**src/rtl/dma_ref_timer.sv**
```systemverilog
module dma_ref_timer #(
  parameter int CW = 32,
  parameter int PW = 8,
  parameter int DIV = 16
) (
  input  logic          clk,
  input  logic          rst_n,
  input  logic          wr_en,
  input  logic [2:0]    addr,
  input  logic [31:0]   wdata,
  output logic [31:0]   rdata,
  input  logic          tin,
  output logic          tout_n,
  output logic          dma_req,
  output logic          irq
);
  localparam int MW = 9 + PW;
  localparam int DVW = $clog2(DIV);

  logic [MW-1:0]  mode_q;
  logic [CW-1:0]  ref_q, cap_q, cnt_q;
  logic [PW-1:0]  pre_q;
  logic [DVW-1:0] div_q;
  logic [1:0]     ev_q;
  logic           s1_q, s2_q, sp_q, out_q;

  wire          run      = mode_q[0];
  wire [1:0]    clk_src  = mode_q[2:1];
  wire          restart  = mode_q[3];
  wire          ref_en   = mode_q[4];
  wire          toggle   = mode_q[5];
  wire [1:0]    cap_edge = mode_q[7:6];
  wire [PW-1:0] prescale = mode_q[8 +: PW];
  wire          dma_sel  = mode_q[8 + PW];

  wire mode_wr = wr_en && addr == 3'd0;
  wire ref_wr  = wr_en && addr == 3'd1;
  wire ev_wr   = wr_en && addr == 3'd4;
  wire sw_rst  = mode_wr && run && !wdata[0];

  wire rise = s2_q && !sp_q;
  wire fall = !s2_q && sp_q;

  logic src_tick;
  always_comb begin
    case (clk_src)
      2'b01:   src_tick = 1'b1;
      2'b10:   src_tick = div_q == DVW'(DIV - 1);
      2'b11:   src_tick = fall;
      default: src_tick = 1'b0;
    endcase
  end

  wire tick    = run && src_tick && pre_q == prescale;
  wire ref_hit = tick && (cnt_q + CW'(1)) == ref_q;

  logic cap_hit;
  always_comb begin
    case (cap_edge)
      2'b01:   cap_hit = rise;
      2'b10:   cap_hit = fall;
      2'b11:   cap_hit = rise || fall;
      default: cap_hit = 1'b0;
    endcase
    cap_hit = cap_hit && run;
  end

  wire [1:0] new_src = (run && wdata[2:1] != 2'b00) ? 2'b00 : wdata[2:1];

  always_ff @(posedge clk or negedge rst_n)
    if (!rst_n)       mode_q <= '0;
    else if (sw_rst)  mode_q <= '0;
    else if (mode_wr) mode_q <= {wdata[MW-1:3], new_src, wdata[0]};

  always_ff @(posedge clk or negedge rst_n)
    if (!rst_n)      ref_q <= '1;
    else if (sw_rst) ref_q <= '1;
    else if (ref_wr) ref_q <= wdata[CW-1:0];

  always_ff @(posedge clk or negedge rst_n)
    if (!rst_n)       div_q <= '0;
    else              div_q <= div_q + DVW'(1);

  always_ff @(posedge clk or negedge rst_n)
    if (!rst_n)                 pre_q <= '0;
    else if (sw_rst || !run)    pre_q <= '0;
    else if (src_tick)          pre_q <= (pre_q == prescale) ? '0 : pre_q + PW'(1);

  always_ff @(posedge clk or negedge rst_n)
    if (!rst_n)                 cnt_q <= '0;
    else if (sw_rst || !run)    cnt_q <= '0;
    else if (tick)              cnt_q <= (ref_hit && restart) ? '0 : cnt_q + CW'(1);

  always_ff @(posedge clk or negedge rst_n)
    if (!rst_n) begin
      s1_q <= 1'b0; s2_q <= 1'b0; sp_q <= 1'b0;
    end else begin
      s1_q <= tin; s2_q <= s1_q; sp_q <= s2_q;
    end

  always_ff @(posedge clk or negedge rst_n)
    if (!rst_n)       cap_q <= '0;
    else if (sw_rst)  cap_q <= '0;
    else if (cap_hit) cap_q <= cnt_q;

  always_ff @(posedge clk or negedge rst_n)
    if (!rst_n)      ev_q <= '0;
    else if (sw_rst) ev_q <= '0;
    else begin
      ev_q[0] <= cap_hit || (ev_q[0] && !(ev_wr && wdata[0]));
      ev_q[1] <= ref_hit || (ev_q[1] && !(ev_wr && wdata[1]));
    end

  always_ff @(posedge clk or negedge rst_n)
    if (!rst_n)      out_q <= 1'b1;
    else if (sw_rst) out_q <= 1'b1;
    else if (toggle) out_q <= out_q ^ ref_hit;
    else             out_q <= !ref_hit;

  wire req = ev_q[0] || (ev_q[1] && ref_en);
  assign dma_req = req && dma_sel;
  assign irq     = req && !dma_sel;
  assign tout_n  = out_q;

  always_comb begin
    rdata = '0;
    case (addr)
      3'd0: rdata[MW-1:0] = mode_q;
      3'd1: rdata[CW-1:0] = ref_q;
      3'd2: rdata[CW-1:0] = cap_q;
      3'd3: rdata[CW-1:0] = cnt_q;
      3'd4: rdata[1:0]    = ev_q;
      default: rdata = '0;
    endcase
  end
endmodule

```
**config.mk**
```make
export PLATFORM = sky130hd
export DESIGN_NAME = dma_ref_timer
export DESIGN_NICKNAME = d
export VERILOG_FILES = /design/src/rtl/dma_ref_timer.sv
export SDC_FILE = /design/constraint.sdc
export NUM_CORES = 1
export LEC_CHECK = 0
export BUFFER_PORTS_ARGS = -buffer_cell sky130_fd_sc_hd__buf_2
export CAP_MARGIN = 0
export CORE_ASPECT_RATIO = 1.4
export CORE_MARGIN = 2
export CORE_UTILIZATION = 28
export CTS_BUF_LIST = sky130_fd_sc_hd__clkbuf_4 sky130_fd_sc_hd__clkbuf_8 sky130_fd_sc_hd__clkbuf_16
export DETAILED_ROUTE_END_ITERATION = 7
export PLACE_DENSITY = 0.41
export SLEW_MARGIN = 20
export SYNTH_ARGS = -nofsm -noshare
export SYNTH_HDL_FRONTEND = slang
export SYNTH_SLANG_ARGS = --single-unit
```
**constraint.sdc**
```tcl
create_clock -name clk -period 6.32 [get_ports clk]
set_clock_uncertainty 0.05 [all_clocks]
set_input_delay 0.316 -clock clk [delete_from_list [all_inputs] [get_ports clk]]
set_output_delay 0.316 -clock clk [all_outputs]
set_load 0.05 [all_outputs]
```
# ---- Word level (Yosys, flattened, before mapping)
# Cells that the tools add are included.
dict set report word_totals {
  regBits 131
  input_bits 39
  output_inout_bits 35
  elab_cells 89
}
dict set report classes {
  add_sub_neg 3
  eq_ne 13
  muxes 21
  bitwise 1
  n_reduce_logical 40
}
# operator count
set ops {}
lappend ops {{32-bit 2-to-1 mux} 7}
lappend ops {{15-bit one-hot mux with 4 select lines} 1}
lappend ops {{15-bit one-hot mux with 3 select lines} 1}
lappend ops {{17-bit 2-to-1 mux} 2}
lappend ops {{32-bit by 1-bit adder with 32-bit output, second input constant} 1}
lappend ops {{32-bit equality test} 1}
lappend ops {{8-bit 2-to-1 mux} 3}
lappend ops {{1-bit logical AND} 20}
lappend ops {{2-bit nonzero test} 6}
lappend ops {{2-bit one-hot mux with 5 select lines} 1}
lappend ops {{8-bit by 1-bit adder with 8-bit output, second input constant} 1}
lappend ops {{2-bit equality test, second input constant} 4}
lappend ops {{8-bit equality test} 1}
lappend ops {{1-bit logical NOT} 8}
lappend ops {{3-bit by 2-bit equality test with 1-bit output, second input constant} 2}
lappend ops {{1-bit one-hot mux with 3 select lines} 2}
lappend ops {{1-bit logical OR} 5}
lappend ops {{4-bit by 1-bit adder with 4-bit output, second input constant} 1}
lappend ops {{2-bit by 1-bit equality test with 1-bit output, second input constant} 2}
lappend ops {{4-bit equality test, second input constant} 1}
lappend ops {{2-bit 2-to-1 mux} 2}
lappend ops {{3-bit by 1-bit equality test with 1-bit output, second input constant} 1}
lappend ops {{3-bit equality test, second input constant} 1}
lappend ops {{3-bit logical NOT} 1}
lappend ops {{2 further kinds} 3}

# ---- Depth between registers and ports, before layout
# Gate-level depths: netlist of the first run.
dict set report logic_depth {
  word_depth 10
  depth_mapped 11
  ltp_nobuf 10
}

# ---- Worst setup path after synthesis of the first run
# Ideal clock, no wire load.
dict set report synth_timing {
  kind {register to register}
  from {register cnt_q[0]}
  to {register cnt_q[11]}
  setup_time_ns 0.119
  t_arrival_ns 2.675
  t_required_ns 6.151
  path_slack_ns 3.477
  stages_incl_launch_ff 11
  path_buffers 2
  synth_period_minus_slack_ns 2.843
  cell_sequence {dfrtp_1 > buf_2 > nand4_1 > or4_1 > xnor2_1 > or4b_1 > a211oi_2 > nand4_4 > buf_2 > o21ai_1 > nand2_1}
}
dict set report synth_between {
  elab_chain_cells 7
}
# item line
set synth_rtl {}
lappend synth_rtl {{start: declaration} 21} ;# logic [CW-1:0] ref_q, cap_q, cnt_q;
lappend synth_rtl {{start signal: assignment} 92} ;# else if (tick) cnt_q <= (ref_hit && restart) ? '0 : cnt_q + CW'(1);
lappend synth_rtl {{32-bit by 1-bit adder with 32-bit output (*)} {55, 92}}
lappend synth_rtl {{32-bit equality test} 55} ;# wire ref_hit = tick && (cnt_q + CW'(1)) == ref_q;
lappend synth_rtl {{1-bit logical AND} 55}
lappend synth_rtl {{1-bit logical AND} 92}
lappend synth_rtl {{32-bit 2-to-1 mux (*) (2 in series)} 92}
lappend synth_rtl {{32-bit 2-to-1 mux (*)} 91} ;# else if (sw_rst || !run) cnt_q <= '0;
# Every way passes the cells marked *; elsewhere a longest branch is shown, timed or not. The select of a mux whose other input is x is not followed.
# A chain may end at the register's enable or synchronous reset.

# ---- Final worst setup path of the first run
dict set report layout_timing {
  from {register cnt_q[0]}
  to {register cnt_q[12]}
}
# The elaborated chain is that of the path after synthesis.

==> results of run 1 <==
-- metal layers --
metal	up-vias	wire, um
met3	34	955
met4	0	732
li1	3426	-
met2	168	13900
met5	-	0
met1	3480	12700
-- sequential cells by signal, indices dropped and copies added (netlist names) --
name / count
tout_n: 1
ref_q: 32
s1_q: 1
pre_q: 8
cnt_q: 32
div_q: 4
s2_q: 1
mode_q: 17
ev_q: 2
sp_q: 1
cap_q: 32
-- worst min path at each step --
stage	cells after the start	endpoint	slack, ns
after floorplan	0	cap_q[0]	-0.03
after global placement	0	s2_q	0.28
after detailed placement	0	s2_q	0.29
after CTS	3	ref_q[22]	0.04
after global routing	3	ref_q[22]	0.04
final	3	ref_q[25]	0.05
-- worst reg2reg max path: cells and delay by family, from the launching register on --
family                     cells  cell delay (ns)
adders and majority gates      1             0.30
and+or+nand+nor                3             1.55
AOI/OAI and AO/OA              5             1.28
DFF                            1             0.51
-- power breakdown --
part	switching, mW	internal, mW
combinational	0.451	0.279
clock	0.426	0.563
sequential	0.150	1.04
-- cell type report --
cell class,count,area [sq um]
well taps,380,475
clock buffers,19,447
fillers,3150,19700
inverters,14,52.6
multi-input cells,730,4640
flip-flops and latches,131,3320
clock inverters,13,126
repair buffers,91,512
-- cells by family after synthesis --
kind of cell	count (synthesis)	synth area share [%]
compound gates	121	9.16
xor+xnor	54	5.67
fa+ha+maj	5	0.750
buf+inv	99	4.98
flops	131	39.8
mux	66	10.5
simple gates	484	29.1
-- per-stage QoR --
stage / setup slack (ns) / hold slack, ns
floorplan: 3.48 / -0.0296
finish: 2.48 / 0.0476
CTS: 2.48 / 0.0383
global placement: 2.53 / 0.285
global route: 2.23 / 0.0442
detailed placement: 2.52 / 0.295
-- layout by cell type (no fill, tap or decap), drive strengths merged, types with 3 or more instances in the layout --
master and count:
dfrtp 98, xor2 21, and4 6, a211oi 5, nor2 71, nor3b 3, a21oi 26, or4 5
mux2i 35, nand3 52, a31oi 4, mux4 16, buf 89, and2 4, xnor2 33, nand2b 6
o22ai 4, nand4 18, clkinv 4, nor3 18, nor4 41, dfstp 33, nor2b 22, o211ai 6
clkbuf 19, a22oi 15, nand2 190, and3 32, o21ai 42, mux2 15, ha 5, o2111ai 3
clkinvlp 3, or3 9, inv 19
==> summary.txt, run 1 <==
Finish
  • Final core utilization: around 33%
  • Fraction of layout cells with a size suffix above 1: between 20% and 30%
  • Final instance area: about 9600 sq um
  • ANT cells: 0
  • Final std cells w/o fill: 1378
  • Fin nets: approximately 1000
  • Synth-to-Final Area Change: 14.7%

Yosys
  • Synth top cells by count: nand2_1 (190), dfrtp_1 (98), nor2_1 (71), clkbuf_1 (59), nand3_1 (52)
  • Main synth FF type: dfrtp_1
  • Mapped Nets: roughly 1000
  • Top cell type's share of synthesized area: between 20 and 30%
  • Post-Syn Instances: 960
  • #FFs+latches synth: 131
  • Sequential fraction of the synthesis area: between 30% and 40%
  • Post-synth EDFFs: 0
  • Yosys warnings: 0
  • Cell Area, Synth: between 8000 and 9000 sq um
  • Yosys cell types: between 60 and 70
  • Top post-synthesis cells by area: dfrtp_1 (29%), dfstp_2 (10%), nand2_1 (8.5%)
  • Top-count cell post-synth: nand2_1
  • Top cell type by total area after synthesis: dfrtp_1
  • Post-synth ARST share: 100%
  • Syn avg cell area: about 8.7 sq um

Die
  • Initial Util: 28.5%
  • Boundary pin count: 74
  • Core area: 29300 sq um
  • Cell Rows: 74
  • Die height: 208 um
  • Die span in x: 150 um
  • Full die area: ~31000 sq um

Place
  • Post-DP Area: roughly 9000 sq um
  • DP HPWL: 19500 um
  • Placed cells: roughly 1300
  • Gpl congestion: ~0.81
  • I/O Buffers: 73

STA
  • TNS Setup: 0 ns
  • RSZ-0062 raised after global routing: no
  • Final worst-path cycle share: 60.7%
  • Clock period minus worst slack: 3.84 ns
  • Least-Margin Pin Slew: approximately 1.0 ns
  • Final setup viols: 0
  • F_max: between 200 and 300 MHz
  • Hold Vio Cnt, Final: 0
  • Slew Limit Fails: 0
  • Max-slew headroom: between 30 and 40%

Power and ir drop
  • Worst VDD drop: approximately 0.16 mV
  • Leakage: roughly 4.2 nW
  • Total Power: between 2 and 3 mW
  • PD cells: between 300 and 400 nW/um^2

Route
  • Via count: between 7000 and 8000
  • DR vias/cell: about 5.2
  • Initial drt markers: roughly 390
  • Final wirelength: approximately 28000 um
  • DRC Markers: 0
  • TritonRoute pass-1 iters: 5
  • Post-route ant nets: 0
  • Routed length per instance: between 20 and 25 um

Critical path
  • R2R Path Start: cnt_q[0]
  • Cell family with most CP delay: simple AND/OR/NAND/NOR gates
  • Crit Path Category: flip-flop to flip-flop
  • Worst Path Buf+Inv: 0
  • Reg2Reg Depth: 9
  • Max incr delay on CP: approximately 0.7 ns
  • Crit path cell chain: ha_1 -> nand3_1 -> or4_1 -> o31a_1 -> a2bb2oi_1 -> a211oi_2 -> nand4_4 -> o2111ai_1 -> o211ai_1
  • WP data required: approximately 6.5 ns
  • Worst EP arrival: just over 4 ns
  • Worst-path maximum fanout: 35
  • Critical R2R Capture: cnt_q[12]
  • Startpoint Class: flip-flop
  • Critical Path Sink: cnt_q[12]
  • Crit. path cell count: 9
  • Crit-path slowest cell: or4_1
  • R2R setup slack: about 2.5 ns
  • CP startpoint: cnt_q[0]
  • Crit. End Element: flip-flop

GRT
  • Largest net degree at the start of global routing: 87
  • Met1 GRT Util: 24.5%
  • M2 GR Usage: 31.3%
  • Grt ovf: 0
  • Number of global-route vias before repair: about 7200
  • Global-route wire length before repair: roughly 44000 um
  • Initial antenna violation count: 0
  • Global Route Usage Sum: between 10% and 20%
  • GR peak layer: met2
  • Met3 layer usage reported by global route: ~2.7%

Worst hold path
  • Hold_sp: wdata[25]
  • Type of the tightest min-delay check: input pin to flip-flop

CTS
  • H-Tree Depth: 4
  • Resized cells post-CTS: 0
  • Worst-path clk slew: approximately 0.07 ns
  • TritonCTS clock tree: done
  • CTS Root Cell: clkbuf_16
  • Post-CTS Hold Buffers: 2
  • Clk sinks: 131
  • # Post-CTS Setup Buffers: 0
  • Max clock buf depth: 2
  • TritonCTS Buffers: 17
  • Clk Latency, worst-skew pair: 0.43 ns

Run
  • Total of max-cap violations: 0

Run status
  • Outcome: complete, no violations
Note: power is estimated with default switching activity, not from simulation.
==> inputs of run 2 (changes only) <==
Settings changed: PLACE_DENSITY 0.41 to 0.42.
Clock period 6.32 ns to 3.34 ns, I/O delays scaled along.
==> summary.txt, run 2 (synthesis results as in run 1) <==
GRT
  • Global-route wire length before repair: 45300 um (+2.3%)
  • Grt ovf: 0 (unchanged)
  • Initial antenna violation count: 1 (+1)
  • Largest net degree at the start of global routing: 73 (-16%)
  • Global Route Usage Sum: 19.2% (+0.51 points)
  • Number of global-route vias before repair: 7428 (+3.7%)

Critical path
  • Critical R2R Capture: tout_n
  • WP data required: 3.64 ns (-2.89 ns)
  • CP startpoint: cnt_q[1]
  • Startpoint Class: flip-flop
  • Worst EP arrival: 3.42 ns (-0.63 ns)
  • Worst-path maximum fanout: 8 (-77%)
  • R2R setup slack: 0.22 ns (-2.26 ns)
  • Crit Path Category: flip-flop to flip-flop
  • Reg2Reg Depth: 9 (unchanged)
  • Critical Path Sink: tout_n
  • Crit. End Element: flip-flop
  • R2R Path Start: cnt_q[1]

Die
  • Full die area: 31200 sq um (unchanged)
  • Cell Rows: 74 (unchanged)
  • Die height: 208 um (unchanged)
  • Initial Util: 28.5% (unchanged)
  • Boundary pin count: 74 (unchanged)
  • Die span in x: 150 um (unchanged)
  • Core area: 29300 sq um (unchanged)

Route
  • TritonRoute pass-1 iters: 5 (unchanged)
  • DR vias/cell: 5.12 (-0.82%)
  • Via count: 7408 (+4.2%)
  • Post-route ant nets: 0 (unchanged)
  • Initial drt markers: 388 (+0.52%)
  • Routed length per instance: 20.0 um (-2.2%)
  • Final wirelength: 29000 um (+2.7%)
  • DRC Markers: 0 (unchanged)

CTS
  • CTS Root Cell: clkbuf_16
  • Worst-path clk slew: 0.07 ns (about the same)
  • Max clock buf depth: 2 (unchanged)
  • H-Tree Depth: 4 (unchanged)
  • Clk sinks: 131 (unchanged)
  • TritonCTS clock tree: done
  • Clk Latency, worst-skew pair: 0.44 ns (about the same)
  • TritonCTS Buffers: 17 (unchanged)

Run
  • Total of max-cap violations: 0 (unchanged)

Run status
  • Outcome: complete, no violations

Finish
  • Fill cell count: 3093 (-1.8%)
  • Final core utilization: 35.1% (+2.4 points)
  • Synth-to-Final Area Change: 23.2%
  • Most frequent cells in the layout: nand2_1 (190), dfrtp_1 (98), buf_2 (72)
  • Fin nets: 1099 (+6.8%)
  • Final instance area: 10300 sq um (+7.4%)
  • ANT cells: 0 (unchanged)
  • Top Registers: cap_q x32, cnt_q x32, ref_q x32
  • Most common cell after layout, fill and taps aside: nand2_1
  • Fraction of layout cells with a size suffix above 1: 22.8% (+2.2 points)

STA
  • RSZ-0062 raised after global routing: no
  • Hold Vio Cnt, Final: 0 (unchanged)
  • Least-Margin Pin Slew: 0.755 ns (-0.274 ns)
  • Final setup viols: 0 (unchanged)
  • Final worst-path cycle share: 93.4% (+33 points)
  • TNS Setup: 0 ns (unchanged)
  • Slew Limit Fails: 0 (unchanged)
  • Max-slew headroom: 49.7% (+18 points)
  • Clock period minus worst slack: 3.12 ns (-0.719 ns)
  • F_max: 321 MHz (+23%)

Worst hold path
  • Type of the tightest min-delay check: input pin to async pin

Power and ir drop
  • Leakage: 4.61 nW (+8.9%)
  • Worst VDD drop: 0.327 mV (+110%)
  • PD cells: 560 nW/um^2 (+84%)

Place
  • I/O Buffers: 73 (unchanged)
  • DP HPWL: 20500 um (+5.0%)
  • Gpl congestion: 0.811 (-0.39%)
  • Post-DP Area: 9300 sq um (+3.6%)
[run 2: changes by cell type in the layout (fill, tap and decap cells not counted), sizes merged]
cell | before | now
buf | 89 | 127
dlygate4sd3 | 2 | 34
bufinv | 1 | 4
clkinvlp | 3 | 1
clkbuf | 19 | 18
[run 2: how the worst min path moves through the flow]
stage | startpoint | end | slack [ns]
6_report | rst_n | pre_q[6] | 0.27
5_1_grt | s1_q | s2_q | 0.32
3_5_place_dp | rst_n | pre_q[6] | 0.20
4_1_cts | addr[2] | mode_q[1] | 0.29
3_3_place_gp | rst_n | pre_q[6] | 0.20
2_1_floorplan | rst_n | cap_q[0] | -0.18
[run 2: timing repair]
item / 4_1_cts / 5_1_grt
setup buffers: 0 / 0
hold buffers: 34 / 0
endpoints found under the hold margin: 108 / 0
endpoints found under the setup margin: 0 / 32
gates resized for setup: 0 / 2
[run 2: stage by stage]
stage,instances,power [mW],setup slack [ns],hold WS [ns]
2_1_floorplan,960,3.18,0.497,-0.179
3_3_place_gp,1382,3.68,0.0849,0.201
3_5_place_dp,1382,3.69,0.107,0.204
4_1_cts,1448,5.81,0.102,0.286
5_1_grt,1448,6.05,0.0439,0.324
6_report,1448,5.75,0.222,0.268
[run 2: worst max-delay path, stage by stage, from the launching register on]
cell       delay (ns)
dfrtp_1          0.45
ha_1             0.26
and3_1           0.36
buf_4            0.20
o211ai_1         0.08
a2111oi_1        0.58
nor4b_4          0.37
nand4_1          0.35
xnor2_1          0.25
nand2_1          0.07
[run 2: power by group]
group	switching (mW)	total [mW]	internal, mW
Sequential	0.273	2.23	1.96
Clock	0.807	2.08	1.27
Combinational	0.874	1.44	0.571
Total	1.95	5.75	3.80
[run 2: layer usage]
| layer | share of wire (%) | up-vias | track usage [%] |
|---|---|---|---|
| met2 | 52 | 145 | 33.9 |
| met3 | 3.0 | 30 | 2.57 |
| met4 | 1.9 | 0 | 5.07 |
| met1 | 43 | 3667 | 24.5 |
| met5 | 0 | - | 0 |
| li1 | - | 3566 | - |
[run 2: layout make-up]
| type | instances | area [sq um] | share of cell area [%] |
|---|---|---|---|
| clock buffers | 18 | 433 | 4.21 |
| repair buffers | 161 | 1150 | 11.2 |
| well taps | 380 | 475 | 4.62 |
| clock inverters | 14 | 199 | 1.94 |
| multi-input cells | 730 | 4650 | 45.2 |
| inverters | 14 | 52.6 | 0.511 |
| flip-flops and latches | 131 | 3320 | 32.3 |
==> inputs of run 3 (changes only) <==
Settings changed: RECOVER_POWER set to 100.
==> summary.txt, run 3 (synthesis results as in run 1) <==
Die
  • Boundary pin count: 74 (unchanged)
  • Cell Rows: 74 (unchanged)
  • Full die area: 31200 sq um (unchanged)
  • Die height: 208 um (unchanged)
  • Core area: 29300 sq um (unchanged)
  • Initial Util: 28.5% (unchanged)
  • Die span in x: 150 um (unchanged)

Route
  • DR vias/cell: 5.13 (+0.31%)
  • M1 WL: 12500 um (+0.41%)
  • Routed length per instance: 20.1 um (+0.15%)
  • Initial drt markers: 389 (+0.26%)
  • Metal3 WL: 888 um (+1.0%)
  • Met2 wire length: 15100 um (about the same)
  • DRC Markers: 0 (unchanged)
  • Uppermost routed layer: met4
  • Final wirelength: 29100 um (+0.15%)
  • Via count: 7431 (+0.31%)
  • Post-route ant nets: 0 (unchanged)
  • TritonRoute pass-1 iters: 5 (unchanged)

Critical path
  • Startpoint Class: flip-flop
  • WP data required: 3.65 ns (about the same)
  • Worst-path maximum fanout: 8 (unchanged)
  • Worst EP arrival: 3.41 ns (about the same)
  • Crit. End Element: flip-flop
  • Crit Path Category: flip-flop to flip-flop

STA
  • Hold Vio Cnt, Final: 0 (unchanged)
  • Setup ws final: 0.237 ns (+0.0149 ns)
  • F_max: 322 MHz (+0.48%)
  • Final setup viols: 0 (unchanged)
  • Least-Margin Pin Slew: 1.97 ns (+1.22 ns)
  • Max-slew headroom: -31.4% (-81 points)
  • Clock period minus worst slack: 3.10 ns (-0.0149 ns)
  • Slew Limit Fails: 110 (+110)
  • RSZ-0062 raised after global routing: no
  • Final worst-path cycle share: 92.9% (-0.45 points)
  • TNS Setup: 0 ns (unchanged)

CTS
  • Clk Latency, worst-skew pair: 0.44 ns (about the same)
  • # Post-CTS Setup Buffers: 0 (unchanged)
  • TritonCTS clock tree: done
  • Worst-path clk slew: 0.07 ns (about the same)
  • CTS Root Cell: clkbuf_16
  • Clk sinks: 131 (unchanged)
  • TritonCTS Buffers: 17 (unchanged)
  • H-Tree Depth: 4 (unchanged)
  • Max clock buf depth: 2 (unchanged)

Finish
  • Top Registers: cap_q x32, cnt_q x32, ref_q x32
  • Fraction of layout cells with a size suffix above 1: 19.4% (-3.5 points)
  • Most frequent cells in the layout: nand2_1 (190), dfrtp_1 (98), nor2_1 (71)
  • Fin nets: 1099 (unchanged)
  • Final core utilization: 34.8% (-0.31 points)
  • ANT cells: 0 (unchanged)
  • Fill cell count: 3111 (+0.58%)
  • Synth-to-Final Area Change: 22.1%
  • Most common cell after layout, fill and taps aside: nand2_1

GRT
  • Grt ovf: 0 (unchanged)
  • Largest net degree at the start of global routing: 73 (unchanged)
  • Global Route Usage Sum: 19.2% (unchanged)
  • Initial antenna violation count: 1 (unchanged)
  • Number of global-route vias before repair: 7428 (unchanged)
  • Global-route wire length before repair: 45300 um (unchanged)

Place
  • Pre-CTS WS: 0.107 ns (unchanged)
  • Gpl congestion: 0.811 (unchanged)
  • I/O Buffers: 73 (unchanged)
  • DP HPWL: 20500 um (unchanged)

Run
  • Total of max-cap violations: 2 (+2)

Power and ir drop
  • Worst VDD drop: 0.324 mV (-0.81%)
  • PD cells: 563 nW/um^2 (+0.56%)
  • Leakage: 4.45 nW (-3.4%)

Run status
  • Failing checks: capacitance limit, slew limit
  • Outcome: finished, violations left

Worst hold path
  • Type of the tightest min-delay check: flip-flop to flip-flop
-- run 3: cell types whose count changed in the layout (fill, tap and decap cells not counted), moves of 2 or more --
cell,before,now
clkbuf_2,0,5
buf_4,51,47
o21ai_0,14,37
o21ai_1,27,4
buf_12,3,1
buf_2,72,36
clkbuf_1,0,37
-- run 3: power breakdown --
| part | switching, mW | total (mW) | internal [mW] |
|---|---|---|---|
| Sequential | 0.273 | 2.23 | 1.96 |
| Combinational | 0.876 | 1.43 | 0.551 |
| Clock | 0.805 | 2.07 | 1.27 |
| Total | 1.95 | 5.74 | 3.78 |
-- run 3: through the flow --
stage / instances / hold slack, ns / area [sq um] / total power, mW
6_report: 1448 / 0.302 / 10200 / 5.74
3_5_place_dp: 1382 / 0.204 / 9300 / 3.69
3_3_place_gp: 1382 / 0.201 / 9300 / 3.68
5_1_grt: 1448 / 0.324 / 10200 / 6.03
4_1_cts: 1448 / 0.286 / 10300 / 5.81
2_1_floorplan: 960 / -0.179 / 8340 / 3.18
-- run 3: path summary, 6_finish.rpt --
path / from / endpoint / slack [ns] / depth (start not counted)
max: cnt_q[1] / tout_n / 0.24 / 9
min reg2reg: s1_q / s2_q / 0.30 / 0
min in group asynchronous: rst_n / pre_q[6] / 0.73 / 2
max reg2reg: cnt_q[1] / tout_n / 0.24 / 9
min: s1_q / s2_q / 0.30 / 0
max in group asynchronous: rst_n / cap_q[30] / 0.61 / 3
-- run 3: routing by layer --
metal,vias up,track usage (%)
met5,-,0
met4,0,5.07
met3,29,2.57
met2,153,33.9
met1,3685,24.5
li1,3564,-
-- run 3: cell type report --
type | instances | area [sq um] | area share (%)
inverters | 14 | 52.6 | 0.516
clock inverters | 14 | 199 | 1.95
clock buffers | 18 | 433 | 4.25
multi-input cells | 730 | 4650 | 45.6
repair buffers | 161 | 1060 | 10.4
well taps | 380 | 475 | 4.67
flip-flops and latches | 131 | 3320 | 32.6
-- run 3: what timing repair did --
item,4_1_cts,5_1_grt
endpoints found under the setup margin,0,32
hold buffers,34,0
resized for setup,0,2
endpoints found under the hold margin,108,0
-- run 3: critical path, stage by stage, from the launching register on --
cell,delay [ns]
dfrtp_1,0.45
ha_1,0.26
and3_1,0.36
buf_4,0.20
o211ai_1,0.08
a2111oi_1,0.59
nor4b_4,0.37
nand4_1,0.34
xnor2_1,0.25
nand2_1,0.07
